[src/rtl/bsq_pkg.sv]
package bsq_pkg;
  typedef enum logic [1:0] {
    ACT_HOLD = 2'd0,
    ACT_LOAD = 2'd1,
    ACT_STEP = 2'd2
  } bsq_act_e;

  typedef enum logic {
    ORD_INTERLEAVE = 1'b0,
    ORD_LINEAR     = 1'b1
  } bsq_order_e;
endpackage

[src/rtl/bsq_load_ctl.sv]
module bsq_load_ctl
  import bsq_pkg::*;
(
  input  logic     strobe_a,
  input  logic     strobe_b,
  input  logic     advance,
  output bsq_act_e act
);
  always_comb begin
    if (strobe_a || strobe_b) act = ACT_LOAD;
    else if (advance)         act = ACT_STEP;
    else                      act = ACT_HOLD;
  end
endmodule

[src/rtl/bsq_beat_ctr.sv]
module bsq_beat_ctr
  import bsq_pkg::*;
#(
  parameter int CW = 2
) (
  input  logic          clk,
  input  logic          rst,
  input  bsq_act_e      act,
  input  logic [CW-1:0] start_lo_in,
  input  logic          order_in,
  output logic [CW-1:0] beat_nxt,
  output logic [CW-1:0] beat_q,
  output logic [CW-1:0] start_lo_nxt,
  output logic [CW-1:0] start_lo_q,
  output bsq_order_e    order_nxt,
  output bsq_order_e    order_q
);
  always_comb begin
    beat_nxt     = beat_q;
    start_lo_nxt = start_lo_q;
    order_nxt    = order_q;
    case (act)
      ACT_LOAD: begin
        beat_nxt     = '0;
        start_lo_nxt = start_lo_in;
        order_nxt    = bsq_order_e'(order_in);
      end
      ACT_STEP: beat_nxt = beat_q + CW'(1);
      default:  ;
    endcase
  end

  always_ff @(posedge clk) begin
    if (rst) begin
      beat_q     <= '0;
      start_lo_q <= '0;
      order_q    <= ORD_INTERLEAVE;
    end else begin
      beat_q     <= beat_nxt;
      start_lo_q <= start_lo_nxt;
      order_q    <= order_nxt;
    end
  end
endmodule

[src/rtl/bsq_addr_map.sv]
module bsq_addr_map
  import bsq_pkg::*;
#(
  parameter int CW = 2
) (
  input  logic [CW-1:0] start_lo,
  input  logic [CW-1:0] beat,
  input  bsq_order_e    order,
  output logic [CW-1:0] low_bits
);
  logic [CW-1:0] lin_bits;
  logic [CW-1:0] ilv_bits;

  assign lin_bits = start_lo + beat;

  genvar g;
  generate
    for (g = 0; g < CW; g++) begin : g_ilv
      assign ilv_bits[g] = start_lo[g] ^ beat[g];
    end
  endgenerate

  assign low_bits = (order == ORD_LINEAR) ? lin_bits : ilv_bits;
endmodule

[src/rtl/burst_seq_top.sv]
module burst_seq_top
  import bsq_pkg::*;
#(
  parameter int AW = 20,
  parameter int CW = 2
) (
  input  logic          clk,
  input  logic          rst,
  input  logic          strobe_a,
  input  logic          strobe_b,
  input  logic          advance,
  input  logic          order_lin,
  input  logic [AW-1:0] addr_in,
  output logic [AW-1:0] addr_out,
  output logic [CW-1:0] beat_idx
);
  localparam int HW = AW - CW;

  bsq_act_e      act;
  logic [CW-1:0] beat_nxt, beat_q, start_lo_nxt, start_lo_q, low_nxt;
  bsq_order_e    order_nxt, order_q;
  logic [HW-1:0] upper_q;

  bsq_load_ctl u_ctl (
    .strobe_a (strobe_a),
    .strobe_b (strobe_b),
    .advance  (advance),
    .act      (act)
  );

  bsq_beat_ctr #(.CW(CW)) u_ctr (
    .clk          (clk),
    .rst          (rst),
    .act          (act),
    .start_lo_in  (addr_in[CW-1:0]),
    .order_in     (order_lin),
    .beat_nxt     (beat_nxt),
    .beat_q       (beat_q),
    .start_lo_nxt (start_lo_nxt),
    .start_lo_q   (start_lo_q),
    .order_nxt    (order_nxt),
    .order_q      (order_q)
  );

  bsq_addr_map #(.CW(CW)) u_map (
    .start_lo (start_lo_nxt),
    .beat     (beat_nxt),
    .order    (order_nxt),
    .low_bits (low_nxt)
  );

  always_ff @(posedge clk) begin
    if (rst) begin
      upper_q <= '0;
      addr_out <= '0;
    end else begin
      if (act == ACT_LOAD) upper_q <= addr_in[AW-1:CW];
      addr_out <= {(act == ACT_LOAD) ? addr_in[AW-1:CW] : upper_q, low_nxt};
    end
  end

  assign beat_idx = beat_q;
endmodule

[config.mk]
export PLATFORM = sky130hd
export DESIGN_NAME = burst_seq_top
export DESIGN_NICKNAME = d
export VERILOG_FILES = /design/src/rtl/bsq_pkg.sv /design/src/rtl/bsq_load_ctl.sv /design/src/rtl/bsq_beat_ctr.sv /design/src/rtl/bsq_addr_map.sv /design/src/rtl/burst_seq_top.sv
export SDC_FILE = /design/constraint.sdc
export NUM_CORES = 1
export LEC_CHECK = 0
export ABC_AREA = 0
export BUFFER_PORTS_ARGS = -buffer_cell sky130_fd_sc_hd__buf_2
export CAP_MARGIN = 20
export CELL_PAD_IN_SITES_DETAIL_PLACEMENT = 1
export CELL_PAD_IN_SITES_GLOBAL_PLACEMENT = 1
export CORE_MARGIN = 1
export CORE_UTILIZATION = 33
export CTS_CLUSTER_SIZE = 10
export DETAILED_ROUTE_END_ITERATION = 6
export GPL_TIMING_DRIVEN = 0
export PLACE_DENSITY_LB_ADDON = 0.1
export REMOVE_ABC_BUFFERS = 1
export SLEW_MARGIN = 40
export SYNTH_ARGS = -nofsm -noshare
export SYNTH_HDL_FRONTEND = slang
export SYNTH_SLANG_ARGS = --single-unit
[constraint.sdc]
create_clock -name clk -period 4.5 [get_ports clk]
set_input_delay 1.125 -clock clk [delete_from_list [all_inputs] [get_ports clk]]
set_output_delay 1.125 -clock clk [all_outputs]
set_load 0.03 [all_outputs]
; Yosys cells after proc, flatten, opt, wreduce, memory -nomap -nowiden
; Index checks and enable logic that the tools add are counted.
; Widths: inputs -> output; s select.
[classes]
bitwise = 2
add_sub_neg = 2
reduce_logical = 1
n_mux = 7
eq_ne = 2
[ops]
columns = op, n
row1 = $mux 18, 1
row2 = $mux 2, 4
row3 = $pmux 2 s2, 1
row4 = $add 2x1->2 const B, 1
row5 = $add 2x2->2, 1
row6 = $eq 2x1->1 const B, 1
row7 = $eq 2x2->1 const B, 1
row8 = $xor 1x1->1, 2
row9 = $logic_or 1x1->1, 1
row10 = $mux 1, 1
[totals]
reg_bits = 43
elab_cells = 19

; Depth between registers and ports, before layout
[logic_depth]
ltp_word = 6
ltp_mapped = 9

; Modules after synthesis
; From an unflattened synthesis, not the netlist that was laid out.
[unflattened]
hier_cells = 116
area_unflattened_um2 = 1172.4
[modules_own_cells]
columns = module, instances, cells_each, area_each_um2
row1 = burst_seq_top, 1, 85, 870.8
row2 = bsq_beat_ctr, 1, 25, 254.0
row3 = bsq_addr_map, 1, 4, 33.8
row4 = bsq_load_ctl, 1, 2, 13.8

; Least setup slack after synthesis
; OpenSTA, ideal clock, no wires.
[synth_path]
path_type = input to register
start = input port strobe_b
end = register addr_out[1]
arrival_time_ns = 2.500
cell_stages = 9
setup_time_ns = 0.073
path_buffers = 2
t_required_ns = 4.427
path_slack_ns = 1.927
path_cell_list = or2_1 buf_2 buf_2 nor2_1 ha_1 nand2_1 or4_1 o31a_1 o211ai_2
[synth_via]
elab_chain_len = 6
[synth_rtl]
columns = element, line
row1 = start: declaration, burst_seq_top.sv:10  ; input logic strobe_b,
row2 = $logic_or 1x1->1 (*), bsq_load_ctl.sv:10  ; if (strobe_a || strobe_b) act = ACT_LOAD;
row3 = $mux 2 (*), bsq_load_ctl.sv:10
row4 = $eq 2x2->1 or $eq 2x1->1 (tied branches), bsq_beat_ctr.sv:22  ; case (act)
row5 = $pmux 2 s2 (*), bsq_beat_ctr.sv:22
row6 = named net beat_nxt[0], burst_seq_top.sv:20  ; logic [CW-1:0] beat_nxt, beat_q, start_lo_nxt, start_lo_q, low_nxt;
row7 = $add 2x2->2 (*), bsq_addr_map.sv:14  ; assign lin_bits = start_lo + beat;
row8 = $mux 2 (*), bsq_addr_map.sv:23  ; assign low_bits = (order == ORD_LINEAR) ? lin_bits : ilv_bits;
row9 = end signal: assignment, burst_seq_top.sv:58  ; addr_out <= {(act == ACT_LOAD) ? addr_in[AW-1:CW] : upper_q, low_nxt};
row10 = end: declaration, burst_seq_top.sv:14  ; output logic [AW-1:0] addr_out,
; Mark *: on every way through the listed nets, which the timed path passes. The rest lies on a longest branch.
; A chain may end at the register's enable or synchronous reset.

; Final worst setup path
; Ends and elaborated chain as after synthesis.

==> impl_metrics.xml <==
<?xml version="1.0" encoding="UTF-8"?>
<metrics>
  <group name="run_status">
    <metric name="result_of_the_run" unit="">finished clean</metric>
  </group>
  <group name="synthesis">
    <metric name="synth_largest_area_cell" unit="">sky130_fd_sc_hd__dfxtp_1</metric>
    <metric name="post_synth_edffs" unit="">0</metric>
    <metric name="synth-adder-area-share" unit="">0.01307</metric>
    <metric name="synth_cells" unit="">117</metric>
    <metric name="flip_flop_and_latch_count_after_synthesis" unit="">25</metric>
    <metric name="yosys-top-cells-area" unit="">sky130_fd_sc_hd__dfxtp_1 52%, sky130_fd_sc_hd__nand2_1 18%, sky130_fd_sc_hd__a21oi_1 11%</metric>
    <metric name="syn-cell-area" unit="um^2">957.2</metric>
    <metric name="yosys_most_used_dff" unit="">sky130_fd_sc_hd__dfxtp_1</metric>
    <metric name="avgSynthCellArea" unit="um^2">8.181</metric>
    <metric name="synth-xor-area-share" unit="">0.03660</metric>
    <metric name="post_synth_mux_area_share" unit="">0.01046</metric>
    <metric name="synth_simple_gate_area_share" unit="">0.2392</metric>
    <metric name="yosysMostFrequentCell" unit="">sky130_fd_sc_hd__nand2_1</metric>
    <metric name="synthArstFlopShare" unit="">0</metric>
    <metric name="seq_area_frac_synth" unit="">0.5229</metric>
    <metric name="combinational_family_with_the_most_area_after_synthesis" unit="">simple AND/OR/NAND/NOR gates</metric>
    <metric name="post-synth-top-area-fraction" unit="">0.5229</metric>
    <metric name="netlist-cell-type-count" unit="">20</metric>
    <metric name="ys_warnings" unit="">0</metric>
    <metric name="area_fraction_in_compound_gates_after_synthesis" unit="">0.1320</metric>
    <metric name="synth_common_cells" unit="">46 x sky130_fd_sc_hd__nand2_1, 25 x sky130_fd_sc_hd__dfxtp_1, 21 x sky130_fd_sc_hd__a21oi_1</metric>
  </group>
  <group name="power_and_ir_drop">
    <metric name="power_density" unit="mW/mm^2">340.8</metric>
    <metric name="clkPwrFrac" unit="">0.236</metric>
    <metric name="power.share.sequential" unit="">0.579</metric>
    <metric name="power_share_of_the_combinational_group" unit="">0.186</metric>
    <metric name="worst_ir_drop_vdd" unit="V">0.0002232</metric>
    <metric name="cell_internal_power" unit="mW">0.2957</metric>
    <metric name="swShare" unit="">0.2881</metric>
    <metric name="total_leakage_power" unit="nW">0.5965</metric>
    <metric name="power.switching" unit="mW">0.1196</metric>
  </group>
  <group name="cells_and_area">
    <metric name="num_antenna_cells" unit="">0</metric>
    <metric name="final_nets" unit="">188</metric>
    <metric name="filler_cell_count" unit="">357</metric>
    <metric name="seq_area" unit="um^2">500.5</metric>
    <metric name="multi_input_gate_area" unit="um^2">417.9</metric>
    <metric name="syn_to_final_growth" unit="%">27.32</metric>
    <metric name="fraction_of_layout_instances_using_a_drive_strength_above_1" unit="">0.3313</metric>
  </group>
  <group name="die">
    <metric name="standard_cell_rows" unit="">19</metric>
    <metric name="area_enclosed_by_the_die_boundary" unit="mm^2">0.003120</metric>
    <metric name="floorplan.initialDensity" unit="">0.3471</metric>
    <metric name="coreArea" unit="mm^2">0.002758</metric>
    <metric name="die-height" unit="um">55.86</metric>
    <metric name="die_width" unit="um">55.86</metric>
    <metric name="design.portCount" unit="">48</metric>
  </group>
  <group name="setup_path">
    <metric name="critical_path_peak_fanout" unit="">24</metric>
    <metric name="setup.worst_path.start_class" unit="">input pin</metric>
    <metric name="critical_path.reg2reg.endpoint" unit="">addr_out[1]$_SDFF_PP0_</metric>
    <metric name="rr_worst_depth" unit="">7</metric>
    <metric name="cp_data_required_time" unit="ns">4.75</metric>
    <metric name="arrival" unit="ns">2.75</metric>
    <metric name="timing.reg2reg.setup_slack" unit="ns">2.99</metric>
    <metric name="critPathCaptureType" unit="">register</metric>
    <metric name="worst_r2r_startpoint" unit="">u_ctr.beat_q[0]$_SDFF_PP0_</metric>
    <metric name="critical_path_class" unit="">in -&gt; reg</metric>
  </group>
  <group name="min_path">
    <metric name="hold_class" unit="">reg -&gt; reg</metric>
    <metric name="worstHoldPathCells" unit="">2</metric>
    <metric name="worstHoldEndpoint" unit="">addr_out[14]$_SDFFE_PP0P_</metric>
    <metric name="hold_start" unit="">addr_out[14]$_SDFFE_PP0P_</metric>
  </group>
  <group name="global_routing">
    <metric name="grt_antenna_before_repair" unit="">0</metric>
    <metric name="track_usage" unit="">0.1422</metric>
    <metric name="first_pass_grt_wire_length" unit="um">3484</metric>
    <metric name="grt_start_max_net_pins" unit="">29</metric>
    <metric name="gr-total-overflow" unit="">0</metric>
    <metric name="first_global_vias" unit="">819</metric>
  </group>
  <group name="cts">
    <metric name="cts.root.buffer_cell" unit="">sky130_fd_sc_hd__clkbuf_4</metric>
    <metric name="clock_tree.htree_level_count" unit="">1</metric>
    <metric name="tritoncts_num_sinks" unit="">25</metric>
    <metric name="postCtsSetupBuffers" unit="">0</metric>
    <metric name="worstSkewPairLatency" unit="ns">0.31</metric>
    <metric name="cts_buffers" unit="">3</metric>
    <metric name="cts_tree" unit="">yes</metric>
    <metric name="clk_pin_slew" unit="ns">0.13</metric>
    <metric name="clock_tree.buffer_depth" unit="">2</metric>
    <metric name="postCtsHoldBufs" unit="">0</metric>
    <metric name="cts-resized-gates" unit="">0</metric>
  </group>
  <group name="timing">
    <metric name="timing.hold.ws" unit="ns">0.4554</metric>
    <metric name="worst_pin_slew" unit="ns">0.5255</metric>
    <metric name="worst_max_slew_margin_expressed_relative_to_the_limit" unit="">0.6489</metric>
    <metric name="timing_limited_maximum_frequency" unit="MHz">399.1</metric>
    <metric name="slew_violations" unit="">0</metric>
    <metric name="min_period_over_period" unit="">0.5568</metric>
    <metric name="report.final.setup_viol" unit="">0</metric>
    <metric name="rsz_0062_raised_after_global_routing" unit="">false</metric>
    <metric name="setup_tns" unit="ns">0</metric>
    <metric name="timing.final.crit_period" unit="ns">2.506</metric>
    <metric name="clock_skew" unit="ns">0.0003714</metric>
    <metric name="hold_viol_final" unit="">0</metric>
  </group>
  <group name="routing">
    <metric name="detailedRoute.firstIterationViolations" unit="">7</metric>
    <metric name="postRouteWirelength" unit="um">2146</metric>
    <metric name="count_of_unresolved_drc_violations_after_routing" unit="">0</metric>
    <metric name="average_vias_per_placed_instance" unit="">4.806</metric>
    <metric name="ant_nets" unit="">0</metric>
    <metric name="route.vias.total" unit="">918</metric>
    <metric name="routed_wire_length_per_instance" unit="um">11.24</metric>
    <metric name="drtPass1Iterations" unit="">3</metric>
  </group>
  <group name="placed_design">
    <metric name="buffer_ports.inserted" unit="">47</metric>
    <metric name="hpwl" unit="um">1532</metric>
    <metric name="globalplace.congestion" unit="">0.6206</metric>
  </group>
  <group name="flow_run">
    <metric name="max_cap_violations" unit="">0</metric>
  </group>
</metrics>
power groups by stage:
stage / logic (mW) / registers [mW] / clock network, mW
after detailed placement: 0.0784 / 0.245 / 0
after global placement: 0.0757 / 0.245 / 0
final: 0.0771 / 0.240 / 0.0979
after global routing: 0.0846 / 0.242 / 0.113
after CTS: 0.0785 / 0.241 / 0.103
after floorplan: 0.0225 / 0.269 / 0
layout make-up:
| type | count | share of cell area |
|---|---|---|
| multi-input cells | 84 | 0.3429 |
| clock buffers | 4 | 0.02156 |
| repair buffers | 47 | 0.1930 |
| well taps | 31 | 0.03183 |
| flip-flops and latches | 25 | 0.4107 |
state kept, by name (all words and copies together) (netlist names):
signal,count
u_ctr.order_q,1
u_ctr.beat_q,2
addr_out,20
u_ctr.start_lo_q,2
cells by family after synthesis:
group,after synthesis
muxes,1
buffers and inverters,8
AOI/OAI and AO/OA,23
adders and majority gates,1
xor gates and xnor gates,4
and+or+nand+nor,55
DFF,25
layer usage:
metal  share of wire  wire length (um)  up-vias  global-route usage
li1                -                 -      466                   -
met1            0.42               896      420              0.1637
met2            0.52              1115       28              0.2582
met3           0.051               109        4             0.02326
met4           0.011                24        0             0.06272
met5               0                 0        -                   0
worst max-delay path by stage:
stage                     slack [ns]                     end  cells past startpoint  startpoint
after detailed placement        1.39  addr_out[1]$_SDFF_PP0_                      9    strobe_b
after floorplan                 1.83  addr_out[1]$_SDFF_PP0_                      8    strobe_b
after global placement          1.39  addr_out[1]$_SDFF_PP0_                      9    strobe_b
final                           1.99  addr_out[1]$_SDFF_PP0_                      8    strobe_b
after global routing            1.82  addr_out[1]$_SDFF_PP0_                      9    strobe_b
after CTS                       1.73  addr_out[1]$_SDFF_PP0_                      9    strobe_a
worst max-delay path: stages:
cell and delay [ns]:
sky130_fd_sc_hd__buf_2 0.12, sky130_fd_sc_hd__or2_2 0.49, sky130_fd_sc_hd__nor2_1 0.17, sky130_fd_sc_hd__ha_1 0.18, sky130_fd_sc_hd__nand2_1 0.07, sky130_fd_sc_hd__or4_1 0.39, sky130_fd_sc_hd__o31a_1 0.13, sky130_fd_sc_hd__o211ai_2 0.07
cell usage in the layout (no fill, tap or decap):
cell type / n
sky130_fd_sc_hd__xor2_1: 2
sky130_fd_sc_hd__xnor2_1: 2
sky130_fd_sc_hd__nor2_1: 1
sky130_fd_sc_hd__nor3_1: 2
sky130_fd_sc_hd__nand3b_1: 1
sky130_fd_sc_hd__nor2b_1: 1
sky130_fd_sc_hd__buf_2: 47
sky130_fd_sc_hd__or4_1: 1
sky130_fd_sc_hd__o31a_1: 1
sky130_fd_sc_hd__or2_2: 1
sky130_fd_sc_hd__a21oi_1: 21
sky130_fd_sc_hd__clkbuf_1: 1
sky130_fd_sc_hd__mux2i_1: 1
sky130_fd_sc_hd__nor2_4: 1
sky130_fd_sc_hd__nand2_1: 46
sky130_fd_sc_hd__clkbuf_4: 3
sky130_fd_sc_hd__nand4b_1: 1
sky130_fd_sc_hd__ha_1: 1
sky130_fd_sc_hd__o211ai_2: 1
sky130_fd_sc_hd__dfxtp_1: 25
through the flow:
stage / instances / setup WS (ns) / cell area, um^2 / power (mW) / utilization
after global routing: 191 / 1.817 / 1219 / 0.4399 / 0.4419
final: 191 / 1.994 / 1219 / 0.4153 / 0.4419
after CTS: 191 / 1.727 / 1219 / 0.4219 / 0.4419
after floorplan: 109 / 1.828 / 913.4 / 0.2914 / -
after global placement: 187 / 1.393 / 1187 / 0.3204 / 0.4306
after detailed placement: 187 / 1.386 / 1192 / 0.3239 / 0.4324
(Power assumes the default switching activity.)
